<file path="src/rtl/irq_level_pkg.sv">
// Package: shared defaults and helpers for the interrupt level evaluator.
// Assumes levels fit in LVL_W bits and all request bits fit in the summary.
package irq_level_pkg;
    localparam int DEF_DATA_W = 32;
    localparam int DEF_LVL_W  = 5;
    localparam int DEF_SW_LO  = 4;
    localparam int DEF_SW_HI  = 18;
    localparam int DEF_EXT_LO = 20;
    localparam int DEF_EXT_N  = 12;

    // Builds a contiguous bit mask covering bits lo..hi.
    function automatic logic [DEF_DATA_W-1:0] range_mask(input int lo, input int hi);
        logic [DEF_DATA_W-1:0] m;
        m = '0;
        for (int b = 0; b < DEF_DATA_W; b++) begin
            if (b >= lo && b <= hi) m[b] = 1'b1;
        end
        return m;
    endfunction
endpackage

</file>
<file path="src/rtl/ile_masked_reg.sv">
// Module: register written through a strobe; bits outside MASK stay zero.
// Assumes a single writer and synchronous active-low reset to zero.
module ile_masked_reg #(
    parameter int          W    = 32,
    parameter logic [W-1:0] MASK = '1
) (
    input  logic         clk,
    input  logic         rst_n,
    input  logic         wr_en,
    input  logic [W-1:0] wr_data,
    output logic [W-1:0] q
);
    // Capture the masked write data on a strobe.
    always_ff @(posedge clk) begin
        if (!rst_n)     q <= '0;
        else if (wr_en) q <= wr_data & MASK;
    end
endmodule

</file>
<file path="src/rtl/ile_level_enc.sv">
// Module: combinational encoder from software and external requests to
// a level and a summary vector. The scan runs over software bits and then
// over external bits, both ascending, and the last set bit wins.
// Assumes EXT_LO + EXT_N <= SUM_W and that levels fit in LVL_W bits.
module ile_level_enc #(
    parameter int SUM_W  = 32,
    parameter int LVL_W  = 5,
    parameter int SW_LO  = 4,
    parameter int SW_HI  = 18,
    parameter int EXT_LO = 20,
    parameter int EXT_N  = 12
) (
    input  logic [SUM_W-1:0] sw_req,
    input  logic [EXT_N-1:0] ext_req,
    output logic [LVL_W-1:0] lvl,
    output logic [SUM_W-1:0] sum
);
    localparam int SW_N = SW_HI - SW_LO + 1;

    logic [SUM_W-1:0] sw_part;
    logic [SUM_W-1:0] ext_part;

    // Spread each external line onto its own summary position.
    genvar g;
    generate
        for (g = 0; g < SUM_W; g++) begin : g_ext_map
            if (g >= EXT_LO && g < EXT_LO + EXT_N) begin : g_hit
                assign ext_part[g] = ext_req[g - EXT_LO];
            end else begin : g_miss
                assign ext_part[g] = 1'b0;
            end
            if (g >= SW_LO && g <= SW_HI) begin : g_sw
                assign sw_part[g] = sw_req[g];
            end else begin : g_nosw
                assign sw_part[g] = 1'b0;
            end
        end
    endgenerate

    // Summary is the union of every active request bit.
    assign sum = sw_part | ext_part;

    // Priority scan: software ascending, then external ascending.
    always_comb begin
        lvl = '0;
        for (int i = 0; i < SW_N; i++) begin
            if (sw_part[SW_LO + i]) lvl = LVL_W'(i + 1);
        end
        for (int j = 0; j < EXT_N; j++) begin
            if (ext_part[EXT_LO + j]) lvl = LVL_W'(EXT_LO + j);
        end
    end

    // The low and high unused bits of sw_req are covered by sw_part's mask.
    logic unused_sw;
    assign unused_sw = ^(sw_req & ~sw_part);
endmodule

</file>
<file path="src/rtl/ile_trap_hold.sv">
// Module: compares the pending level to the priority register, holds a
// trap request with a frozen snapshot, and loads the summary and ID
// registers on acceptance. Assumes trap_ack is meaningful only while
// trap_req is high.
module ile_trap_hold #(
    parameter int DATA_W = 32,
    parameter int SUM_W  = 32,
    parameter int LVL_W  = 5
) (
    input  logic              clk,
    input  logic              rst_n,
    input  logic [LVL_W-1:0]  lvl,
    input  logic [SUM_W-1:0]  sum,
    input  logic [DATA_W-1:0] ipl,
    input  logic              trap_ack,
    output logic              trap_req,
    output logic [LVL_W-1:0]  trap_lvl,
    output logic [SUM_W-1:0]  trap_sum,
    output logic [SUM_W-1:0]  isr_q,
    output logic [LVL_W-1:0]  intid_q
);
    logic take;

    // A trap is due only for a nonzero level strictly above the register.
    assign take = (lvl != '0) && (DATA_W'(lvl) > ipl);

    // Request/snapshot state and the registers loaded on acceptance.
    always_ff @(posedge clk) begin
        if (!rst_n) begin
            trap_req <= 1'b0;
            trap_lvl <= '0;
            trap_sum <= '0;
            isr_q    <= '0;
            intid_q  <= '0;
        end else if (trap_req) begin
            if (trap_ack) begin
                trap_req <= 1'b0;
                isr_q    <= trap_sum;
                intid_q  <= trap_lvl;
            end
        end else if (take) begin
            trap_req <= 1'b1;
            trap_lvl <= lvl;
            trap_sum <= sum;
        end
    end
endmodule

</file>
<file path="src/rtl/irq_level_eval.sv">
// Module: top of the interrupt level evaluator. Holds the software request
// and priority registers, encodes the pending level, and manages the trap
// handshake. Assumes SUM_W == DATA_W so the summary fits a register.
module irq_level_eval
    import irq_level_pkg::*;
#(
    parameter int DATA_W = DEF_DATA_W,
    parameter int LVL_W  = DEF_LVL_W,
    parameter int SW_LO  = DEF_SW_LO,
    parameter int SW_HI  = DEF_SW_HI,
    parameter int EXT_LO = DEF_EXT_LO,
    parameter int EXT_N  = DEF_EXT_N
) (
    input  logic              clk,
    input  logic              rst_n,
    input  logic              sw_wr_en,
    input  logic [DATA_W-1:0] sw_wr_data,
    input  logic              ipl_wr_en,
    input  logic [DATA_W-1:0] ipl_wr_data,
    input  logic [EXT_N-1:0]  ext_req,
    input  logic              trap_ack,
    output logic              trap_req,
    output logic [LVL_W-1:0]  trap_lvl,
    output logic [DATA_W-1:0] trap_sum,
    output logic [DATA_W-1:0] isr_q,
    output logic [LVL_W-1:0]  intid_q,
    output logic [DATA_W-1:0] sw_q,
    output logic [DATA_W-1:0] ipl_q
);
    localparam logic [DATA_W-1:0] SW_MASK  = DATA_W'(range_mask(SW_LO, SW_HI));
    localparam logic [DATA_W-1:0] IPL_MASK = DATA_W'(range_mask(0, LVL_W - 1));

    logic [LVL_W-1:0]  enc_lvl;
    logic [DATA_W-1:0] enc_sum;

    ile_masked_reg #(.W(DATA_W), .MASK(SW_MASK)) u_sw_reg (
        .clk(clk), .rst_n(rst_n), .wr_en(sw_wr_en), .wr_data(sw_wr_data), .q(sw_q)
    );

    ile_masked_reg #(.W(DATA_W), .MASK(IPL_MASK)) u_ipl_reg (
        .clk(clk), .rst_n(rst_n), .wr_en(ipl_wr_en), .wr_data(ipl_wr_data), .q(ipl_q)
    );

    ile_level_enc #(
        .SUM_W(DATA_W), .LVL_W(LVL_W), .SW_LO(SW_LO), .SW_HI(SW_HI),
        .EXT_LO(EXT_LO), .EXT_N(EXT_N)
    ) u_enc (
        .sw_req(sw_q), .ext_req(ext_req), .lvl(enc_lvl), .sum(enc_sum)
    );

    ile_trap_hold #(.DATA_W(DATA_W), .SUM_W(DATA_W), .LVL_W(LVL_W)) u_hold (
        .clk(clk), .rst_n(rst_n), .lvl(enc_lvl), .sum(enc_sum), .ipl(ipl_q),
        .trap_ack(trap_ack), .trap_req(trap_req), .trap_lvl(trap_lvl),
        .trap_sum(trap_sum), .isr_q(isr_q), .intid_q(intid_q)
    );
endmodule

</file>
<file path="config.mk">
export PLATFORM = sky130hd
export DESIGN_NAME = irq_level_eval
export DESIGN_NICKNAME = d
export VERILOG_FILES = /design/src/rtl/irq_level_pkg.sv /design/src/rtl/ile_masked_reg.sv /design/src/rtl/ile_level_enc.sv /design/src/rtl/ile_trap_hold.sv /design/src/rtl/irq_level_eval.sv
export SDC_FILE = /design/constraint.sdc
export NUM_CORES = 1
export LEC_CHECK = 0
export CAP_MARGIN = 20
export CORE_AREA = 2 2 107 109
export CTS_CLUSTER_DIAMETER = 120
export DETAILED_ROUTE_END_ITERATION = 10
export DIE_AREA = 0 0 109 111
export DONT_BUFFER_PORTS = 1
export PLACE_DENSITY_LB_ADDON = 0.08
export SETUP_SLACK_MARGIN = 0.5
export SYNTH_ARGS = -nofsm -noshare
export SYNTH_HDL_FRONTEND = slang
export SYNTH_SLANG_ARGS = --single-unit
</file>
<file path="constraint.sdc">
create_clock -name clk -period 4.4 [get_ports clk]
set_clock_uncertainty 0.2 [all_clocks]
set_input_delay 0.22 -clock clk [delete_from_list [all_inputs] [get_ports clk]]
set_output_delay 0.22 -clock clk [all_outputs]
set_load 0.1 [all_outputs]
</file>
==> summary.txt, run 1 <==
Setup path
  – Crit Path Class: register to register
  – Critical Path AT: roughly 3700 ps
  – Slowest stage cell, crit path: dfxtp_4
  – Critical Path End Type: register
  – CP Cell Sequence: o21ai_0 > a31o_2 > and2_2 > a211o_1 > ha_1 > and4_1 > a211o_1 > a21oi_2 > buf_4 > inv_1 > nor2_2 > buf_4 > a32o_1
  – Bufs and invs on worst path: 3
  – CP peak stage delay: around 570 ps
  – Worst path top cell family by delay: compound AO/OA/AOI/OAI gates
  – Worst EP required: around 4500 ps
  – CP startpoint kind: register
  – Worst Path Max Fanout: 19

Cells and area
  – Layout area overhead: 26.0%
  – ANT cells: 0
  – Nets: roughly 570
  – Leading cell types in the layout, fill and taps excluded: dfxtp_1, nand2_1, conb_1, dlygate4sd3_1, a21oi_1
  – Commonest non-fill, non-tap cell in the layout: dfxtp_1
  – Final Non-Filler Cells: 636
  – Finished Core Util: about 43%
  – Share of post-route cells with drive strength above 1: about an eighth

Floorplanning
  – Core Region: about 11000 um^2
  – # rows: 39
  – Die Y: 111 um
  – Starting Density: about a third
  – Die width: between 100 and 150 um
  – Ports: 220
  – Die area: 12100 um^2

Timing
  – Fin crit share: roughly four fifths
  – Final Max Tran Viols: 0
  – Crit path time final: ~3600 ps
  – Max frequency: about 0.28 GHz
  – Setup WS post-layout: around 830 ps
  – Final hold vios: 0
  – Post-Route Setup TNS: 0 ps
  – Worst-margin pin slew: ~1100 ps
  – RSZ-0062 raised after global routing: false
  – Rel. slew slack: 28.7%
  – Final setup viols: 0

Placement
  – Global placer's final weighted congestion: approximately 0.73
  – Dpl ws: 514 ps
  – Hpwl dp: ~7500 um
  – Placed insts: 564
  – I/O Buffers: 0

Run status
  – Status: finished, final reports clean

Drt
  – First-pass iteration count of the detailed router: 4
  – DR vias/cell: 4.92
  – Met1 wire length: roughly 4600 um
  – Final antenna-violating net count: 0
  – Drt total wl: 10900 um
  – Total DRC errors in the routed layout: 0
  – Met3 wire length: about 860 um
  – WL/cell: 17.1 um
  – Vias post-DR: between 3000 and 4000
  – Met2 WL: about 5200 um
  – DRT iter0 DRCs: around 110
  – Highest Signal Layer: met4

Clock tree
  – CTS Buffer Depth: 2
  – Clock H-tree levels: 3
  – Clock transition at the registers of the reported paths: around 60 ps
  – CTS tree: done
  – Clock Tree Root: clkbuf_16
  – CTS buffer count: 9
  – Clk sinks: 85
  – Clk_lat worst skew: around 340 ps

Yosys
  – Seq/Total Area, Yosys: a little under half
  – Synth Warn #: 0
  – Post-Syn Area: between 3000 and 4000 um^2
  – Distinct cells, synth: 44
  – Post-synth top area cell: dfxtp_1
  – Share of the synthesized area in the top cell type: between 40% and 50%
  – Dominant cells by area after synthesis: dfxtp_1, buf_4, a32o_1
  – Seq cells post-synth: 85
  – Synth Instances: 422
  – Mapped Avg Cell Area: just under 9 um^2

Global route
  – Vias in the first global route: around 3100
  – Global-route wire length before repair: 17000 um
  – Overall routing resource usage: between 15 and 20%
  – Initial antenna violation count: 0
  – Largest net degree at the start of global routing: 37
  – Grt total ovfl: 0

Run
  – Max Cap Viol: 0

Power
  – Peak supply drop: between 0.2 and 0.25 mV
  – Pleak: 1.88 nW
  – Pwr/cell area: between 400 and 500 nW/um^2

Min path
  – HP Class: input pin to register
-- worst register-to-register path: cells and delay by family (launching register included) --
| family | cells | cell delay, ps |
|---|---|---|
| AND/OR/NAND/NOR | 3 | 520 |
| AO/OA/AOI/OAI | 6 | 1430 |
| adder cells (fa/ha/maj) | 1 | 300 |
| buffers and inverters | 3 | 500 |
| flip-flops | 1 | 570 |
-- stage by stage --
stage / instance area [um^2] / total power [W] / hold WS (ps)
2_1_floorplan: 3980 / 0.00152 / 146
3_3_place_gp: 3830 / 0.00154 / 147
3_5_place_dp: 3850 / 0.00155 / 151
4_1_cts: 4710 / 0.00235 / 31.4
5_1_grt: 4750 / 0.00243 / 47.6
6_report: 4750 / 0.00232 / 51.5
-- synth_stat cells (all sizes together) --
cell type / count
a211o: 3
a211oi: 2
a21o: 1
a21oi: 41
a221oi: 1
a31o: 1
a31oi: 1
a32o: 27
and2: 2
and3: 1
and4: 1
buf: 61
clkbuf: 18
conb: 1
dfxtp: 85
ha: 5
inv: 9
mux2i: 22
nand2: 70
nand2b: 3
nand3: 4
nand4: 1
nor2: 34
nor2b: 3
nor3: 1
nor4: 4
o2111a: 1
o211ai: 3
o21ai: 6
o21bai: 1
o221a: 1
o311ai: 1
o31ai: 1
or2: 1
or3: 2
or4: 2
or4b: 1
-- final timing paths --
path | startpoint | slack, ps | cells after the start | endpoint
worst min register to register | u_sw_reg.q[6]$_SDFFE_PN0P_ | 330 | 1 | u_hold.trap_sum[6]$_SDFFE_PN0P_
worst min-delay path | ext_req[11] | 50 | 2 | u_hold.trap_lvl[1]$_SDFFE_PN0P_
worst max-delay path | u_sw_reg.q[11]$_SDFFE_PN0P_ | 830 | 13 | u_hold.trap_sum[6]$_SDFFE_PN0P_
worst max register to register | u_sw_reg.q[11]$_SDFFE_PN0P_ | 830 | 13 | u_hold.trap_sum[6]$_SDFFE_PN0P_
-- cell type report --
type,count,area [um^2]
fill,1105,6330
multi-input combinational,302,1730
sequential,85,1720
timing repair buffer,81,796
clock buffer,16,292
tap,143,179
inverter,9,33.8
-- where the power goes --
part           leakage (nW)  switching, W  internal (W)
registers             0.700      0.000266      0.000813
logic                  1.04      0.000391      0.000119
clock network         0.143      0.000290      0.000445
total                  1.88      0.000947       0.00138
-- repair_timing --
item | in CTS | in global routing
hold endpoints to repair | 52 | 0
hold buffers | 55 | 0
setup buffers | 0 | 0
resized for setup | 0 | 4
endpoints found under the setup margin | 0 | 32
-- state kept, by name (all words and copies together), names as in the netlist --
name / count
u_hold.intid_q: 5
u_hold.isr_q: 27
u_hold.trap_lvl: 5
u_hold.trap_req: 1
u_hold.trap_sum: 27
u_ipl_reg.q: 5
u_sw_reg.q: 15
-- layer usage --
metal	GRT usage, %	up-vias
met1	22.7	1503
met4	6.58	0
met5	0	-
met2	29.7	126
li1	-	1488
met3	6.06	15
-- cell families after synthesis --
| family | after synthesis | share of synthesized area [%] |
|---|---|---|
| AOI/OAI and AO/OA | 91 | 17.7 |
| adders and majority gates | 5 | 1.66 |
| buffers and inverters | 88 | 14.6 |
| DFF | 85 | 45.1 |
| muxes | 22 | 5.84 |
| other | 1 | 0.0995 |
| and+or+nand+nor | 130 | 14.9 |
(Power assumes the default switching activity.)
==> run 2, diff against run 1 <==
clock period = 3.6 ns   (was 4.4 ns; I/O delays follow)
==> run 2 against run 1 <==
Net effect:
- sequential share of layout area down 1.9 points
- largest cell class unchanged
- count of clock-buffer cells in the layout down 3
- final cell count up 2.2%
- via count up 1.4%
- worst hold slack worse by 8.1 ps
==> summary.txt, run 2 (same netlist as run 1, synthesis figures left out) <==
Timing
  – Worst-margin pin slew: ~1100 ps
  – Final setup viols: 0
  – Max frequency: approximately 0.32 GHz
  – Fin crit share: approximately nine tenths
  – Final hold vios: 0
  – RSZ-0062 raised after global routing: true
  – Final Max Tran Viols: 0
  – Rel. slew slack: between 20% and 30%
  – Post-Route Setup TNS: 0 ps
  – Crit path time final: between 3000 and 4000 ps

Drt
  – DR vias/cell: 4.88
  – Final antenna-violating net count: 0
  – Drt total wl: 11000 um
  – DRT iter0 DRCs: just over 90
  – Total DRC errors in the routed layout: 0
  – First-pass iteration count of the detailed router: 4
  – WL/cell: 16.9 um
  – Vias post-DR: between 3000 and 4000

Floorplanning
  – Starting Density: between 30 and 40%
  – Ports: 220
  – # rows: 39
  – Die Y: 111 um
  – Die area: ~12000 um^2
  – Core Region: roughly 11000 um^2
  – Die width: roughly 110 um

Setup path
  – CP Cell Sequence: nor2_4 > o311ai_2 > a31o_2 > and2_4 > a211o_1 > ha_4 > and4_1 > a211o_1 > a21oi_4 > o31ai_4 > clkbuf_16 > a32o_1
  – Most frequent CP cell: a211o_1
  – Critical Path AT: ~3200 ps
  – Bufs and invs on worst path: 1
  – Worst r2r path cells: 12
  – Crit Path Class: register to register
  – CP startpoint kind: register
  – Worst path top cell family by delay: compound AO/OA/AOI/OAI gates
  – Critical Path End Type: register
  – R2r endpoint: u_hold.trap_sum[16]$_SDFFE_PN0P_
  – Slowest stage cell, crit path: dfxtp_4
  – Worst Path Max Fanout: 10
  – CP peak stage delay: about 360 ps
  – Internal reg-to-reg setup slack: ~430 ps
  – Launch point of the worst reg-to-reg path: u_sw_reg.q[13]$_SDFFE_PN0P_
  – Worst EP required: about 3600 ps

Power
  – Peak supply drop: roughly 0.31 mV
  – Pwr/cell area: between 500 and 600 nW/um^2
  – Pleak: a little over 2 nW

Cells and area
  – Layout area overhead: 35.8%
  – Fill cells: approximately 1100
  – Share of post-route cells with drive strength above 1: 18.9%
  – Nets: 588
  – Biggest regs: u_hold.isr_q (27), u_hold.trap_sum (27), u_sw_reg.q (15)
  – ANT cells: 0
  – Leading cell types in the layout, fill and taps excluded: nand2_1, dfxtp_1, conb_1, dlygate4sd3_1, a21oi_1
  – Finished Core Util: between 40 and 50%

Clock tree
  – CTS tree: done
  – Clock Tree Root: clkbuf_16
  – Clk sinks: 85
  – CTS buffer count: 9
  – CTS Buffer Depth: 2
  – Clk_lat worst skew: 350 ps
  – Clock transition at the registers of the reported paths: roughly 60 ps
  – Clock H-tree levels: 3

Global route
  – Global-route wire length before repair: 16600 um
  – Grt total ovfl: 0
  – Largest net degree at the start of global routing: 33
  – Vias in the first global route: 3109
  – Initial antenna violation count: 0
  – Overall routing resource usage: between 10% and 20%

Placement
  – I/O Buffers: 0
  – Hpwl dp: 7290 um
  – Global placer's final weighted congestion: 0.756

Run status
  – Status: finished, final reports clean

Min path
  – HP Class: input pin to register
  – Hold path startpoint: ext_req[7]
  – Hold Path End: u_hold.trap_lvl[0]$_SDFFE_PN0P_
  – Worst hold path stage count: 4

Run
  – Max Cap Viol: 0
-- run 2: power by group --
group          total [W]  internal, W  switching (W)
registers        0.00130     0.000988       0.000309
logic           0.000708     0.000192       0.000516
clock network    0.00106     0.000687       0.000375
-- run 2: cell type report --
class / instances / area, um^2 / area share [%]
inverters: 9 / 33.8 / 0.660
flip-flops and latches: 85 / 1760 / 34.3
well taps: 143 / 179 / 3.49
clock buffers: 13 / 282 / 5.50
clock inverters: 3 / 65.1 / 1.27
multi-input cells: 302 / 1810 / 35.4
repair buffers: 95 / 993 / 19.4
-- run 2: tightest hold or removal path, cell delays in order --
cell     delay, ps
a211o_2         80
a21oi_1         60
o21ai_0        140
a21oi_1         80
-- run 2: stage by stage --
step	area [um^2]	total power (W)	worst slack [ps]	hold slack, ps	instances
CTS	4920	0.00304	427	34.2	644
finish	5120	0.00307	427	43.5	650
detailed placement	3960	0.00190	249	111	569
global placement	3960	0.00189	278	107	569
floorplan	4080	0.00187	496	106	475
global route	5120	0.00317	296	50.6	650
-- run 2: worst max path at each step --
stage | end | start | depth (start not counted)
6_report | u_hold.trap_sum[16]$_SDFFE_PN0P_ | u_sw_reg.q[13]$_SDFFE_PN0P_ | 12
5_1_grt | u_hold.trap_sum[16]$_SDFFE_PN0P_ | u_sw_reg.q[13]$_SDFFE_PN0P_ | 12
4_1_cts | u_hold.trap_sum[16]$_SDFFE_PN0P_ | u_sw_reg.q[13]$_SDFFE_PN0P_ | 12
3_5_place_dp | u_hold.trap_sum[16]$_SDFFE_PN0P_ | u_sw_reg.q[12]$_SDFFE_PN0P_ | 13
3_3_place_gp | u_hold.trap_sum[7]$_SDFFE_PN0P_ | u_sw_reg.q[12]$_SDFFE_PN0P_ | 13
2_1_floorplan | u_hold.trap_sum[15]$_SDFFE_PN0P_ | u_sw_reg.q[8]$_SDFFE_PN0P_ | 12
-- run 2: timing repair --
action                                 in CTS  in global routing
setup endpoints to repair                  31                 33
endpoints found under the hold margin      52                  0
pin swaps                                   0                  6
setup buffers                               4                  3
gates resized for setup                     6                 21
gates cloned                                0                  2
hold buffers                               55                  0
-- run 2: metal layers --
layer | vias up | GRT usage [%] | wire [um]
li1 | 1527 | - | -
met1 | 1503 | 22.7 | 4810
met2 | 135 | 29.0 | 5140
met3 | 10 | 6.53 | 869
met4 | 0 | 5.21 | 195
met5 | - | 0 | 0
==> run 3, diff against run 2 <==
CAP_MARGIN = 40   (was 20)
CTS_CLUSTER_DIAMETER = 60   (was 120)
clock period = 3.5 ns   (was 3.6 ns; I/O delays follow)
==> run 3 against run 2 <==
Net effect:
- worst hold slack worse by 9.4 ps
- first-iteration DRC count up 95%
- combinational power up 51%
- register-to-register slack worse by 90 ps
- sequential share of layout area down 5.1 points
- fmax up 0.32%
- routed wire length up 1.8%
- die area unchanged
- final cell count up 9.5%
- total power up 3.1%
- non-clock buffer count up 62
- largest cell class is now non-clock buffers
- via count up 7.4%
- highest routed layer unchanged
==> summary.txt, run 3 (same netlist as run 1, synthesis figures left out) <==
Clock tree
  – CTS buffer count: 9
  – Clk_lat worst skew: 330 ps
  – Clock H-tree levels: 3
  – Clock Tree Root: clkbuf_16
  – Clock transition at the registers of the reported paths: about 60 ps
  – CTS tree: done
  – Clk sinks: 85
  – CTS Buffer Depth: 2

Placement
  – Dpl ws: ~100 ps
  – I/O Buffers: 0
  – Global placer's final weighted congestion: around 0.76
  – Hpwl dp: about 7800 um

Floorplanning
  – Die Y: around 110 um
  – Die area: 12100 um^2
  – Ports: between 200 and 250
  – Die width: about 110 um
  – Core Region: approximately 11000 um^2
  – Starting Density: roughly a third
  – # rows: 39

Timing
  – Post-Route Setup TNS: 0 ps
  – Setup WS post-layout: 337 ps
  – Final Max Tran Viols: 0
  – Worst-margin pin slew: between 700 and 800 ps
  – Rel. slew slack: about half
  – Final setup viols: 0
  – Final hold vios: 0
  – Max frequency: around 0.32 GHz
  – RSZ-0062 raised after global routing: true
  – Fin crit share: approximately nine tenths
  – Worst hold slack: approximately 34 ps
  – Crit path time final: 3160 ps

Setup path
  – Critical Path End Type: register
  – Worst EP required: roughly 3500 ps
  – Crit Path Class: register to register
  – Critical Path AT: 3180 ps
  – CP startpoint kind: register
  – Worst r2r path cells: 12
  – Worst Path Max Fanout: 31

Drt
  – Final antenna-violating net count: 0
  – First-pass iteration count of the detailed router: 4
  – DRT iter0 DRCs: about 180
  – DR vias/cell: 4.79
  – WL/cell: 15.8 um
  – Total DRC errors in the routed layout: 0
  – Drt total wl: roughly 11000 um
  – Vias post-DR: approximately 3400

Min path
  – HP Class: input pin to register
  – Worst hold path stage count: 4

Global route
  – Global-route wire length before repair: around 18000 um
  – Vias in the first global route: ~3400
  – Initial antenna violation count: 0
  – Overall routing resource usage: just under 20%
  – Largest net degree at the start of global routing: 34
  – Grt total ovfl: 0

Cells and area
  – Layout area overhead: 59.8%
  – Leading cell types in the layout, fill and taps excluded: nand2_1, dfxtp_1, buf_8
  – Finished Core Util: 54.4%
  – Biggest regs: u_hold.isr_q (27), u_hold.trap_sum (27), u_sw_reg.q (15)
  – Share of post-route cells with drive strength above 1: a little over a quarter
  – Nets: 650
  – ANT cells: 0

Power
  – Peak supply drop: about 0.24 mV
  – Pwr/cell area: 525 nW/um^2
  – Pleak: between 2 and 2.5 nW
  – Total power: roughly 0.0032 W

Run
  – Max Cap Viol: 0

Run status
  – Status: finished, final reports clean
[run 3: changes by cell type in the layout (fill, tap and decap cells not counted), sizes merged]
cell | previous run | this run
buf | 39 | 102
bufinv | 2 | 1
clkbuf | 15 | 12
clkinv | 1 | 3
dlygate4sd3 | 54 | 55
[run 3: final timing paths]
kind | start | end | slack [ps]
max reg2reg | u_sw_reg.q[13]$_SDFFE_PN0P_ | u_hold.trap_sum[17]$_SDFFE_PN0P_ | 340
max | u_sw_reg.q[13]$_SDFFE_PN0P_ | u_hold.trap_sum[17]$_SDFFE_PN0P_ | 340
min | ext_req[7] | u_hold.trap_lvl[0]$_SDFFE_PN0P_ | 30
min reg2reg | u_hold.isr_q[9]$_SDFFE_PN0P_ | u_hold.isr_q[9]$_SDFFE_PN0P_ | 280
[run 3: area by class of cell]
type / instances / area (um^2)
clock buffer: 12 / 278
clock inverter: 4 / 52.6
fill: 953 / 5050
inverter: 9 / 33.8
multi-input combinational: 302 / 1790
sequential: 85 / 1760
tap: 143 / 179
timing repair buffer: 157 / 1930
[run 3: critical path: stages (launching register included)]
cell      delay (ps)
dfxtp_4          360
nor2_4           120
o311ai_2         110
a31o_2           270
and2_4           160
a211o_1          290
ha_1             290
and4_1           180
a211o_1          290
a21oi_4          210
o31ai_4          110
buf_12           180
a32o_1           270
[run 3: timing repair]
| item | in CTS | in global routing |
|---|---|---|
| pin swaps | 3 | 1 |
| hold endpoints to repair | 52 | 0 |
| gates resized for setup | 17 | 0 |
| hold buffers | 56 | 0 |
| endpoints found under the setup margin | 33 | 33 |
| buffers inserted | 6 | 2 |
[run 3: where the power goes]
group	leakage, nW	switching, W	total, W	internal, W
sequential	0.705	0.0000593	0.00108	0.00102
clock	0.164	0.000375	0.00101	0.000636
combinational	1.60	0.000801	0.00107	0.000273
total	2.47	0.00124	0.00316	0.00193
[run 3: layer usage]
layer / vias up / share of wire [%] / global-route usage [%]
met5: - / 0 / 0
met4: 0 / 1.2 / 5.47
met3: 11 / 6.8 / 6.35
met2: 146 / 47 / 31.2
met1: 1604 / 45 / 25.6
li1: 1650 / - / -
[run 3: per-stage QoR]
step	cell area, um^2	cells
final	6020	712
after global routing	6020	712
after CTS	6010	710
after detailed placement	5000	632
after global placement	3940	568
after floorplan	4080	475
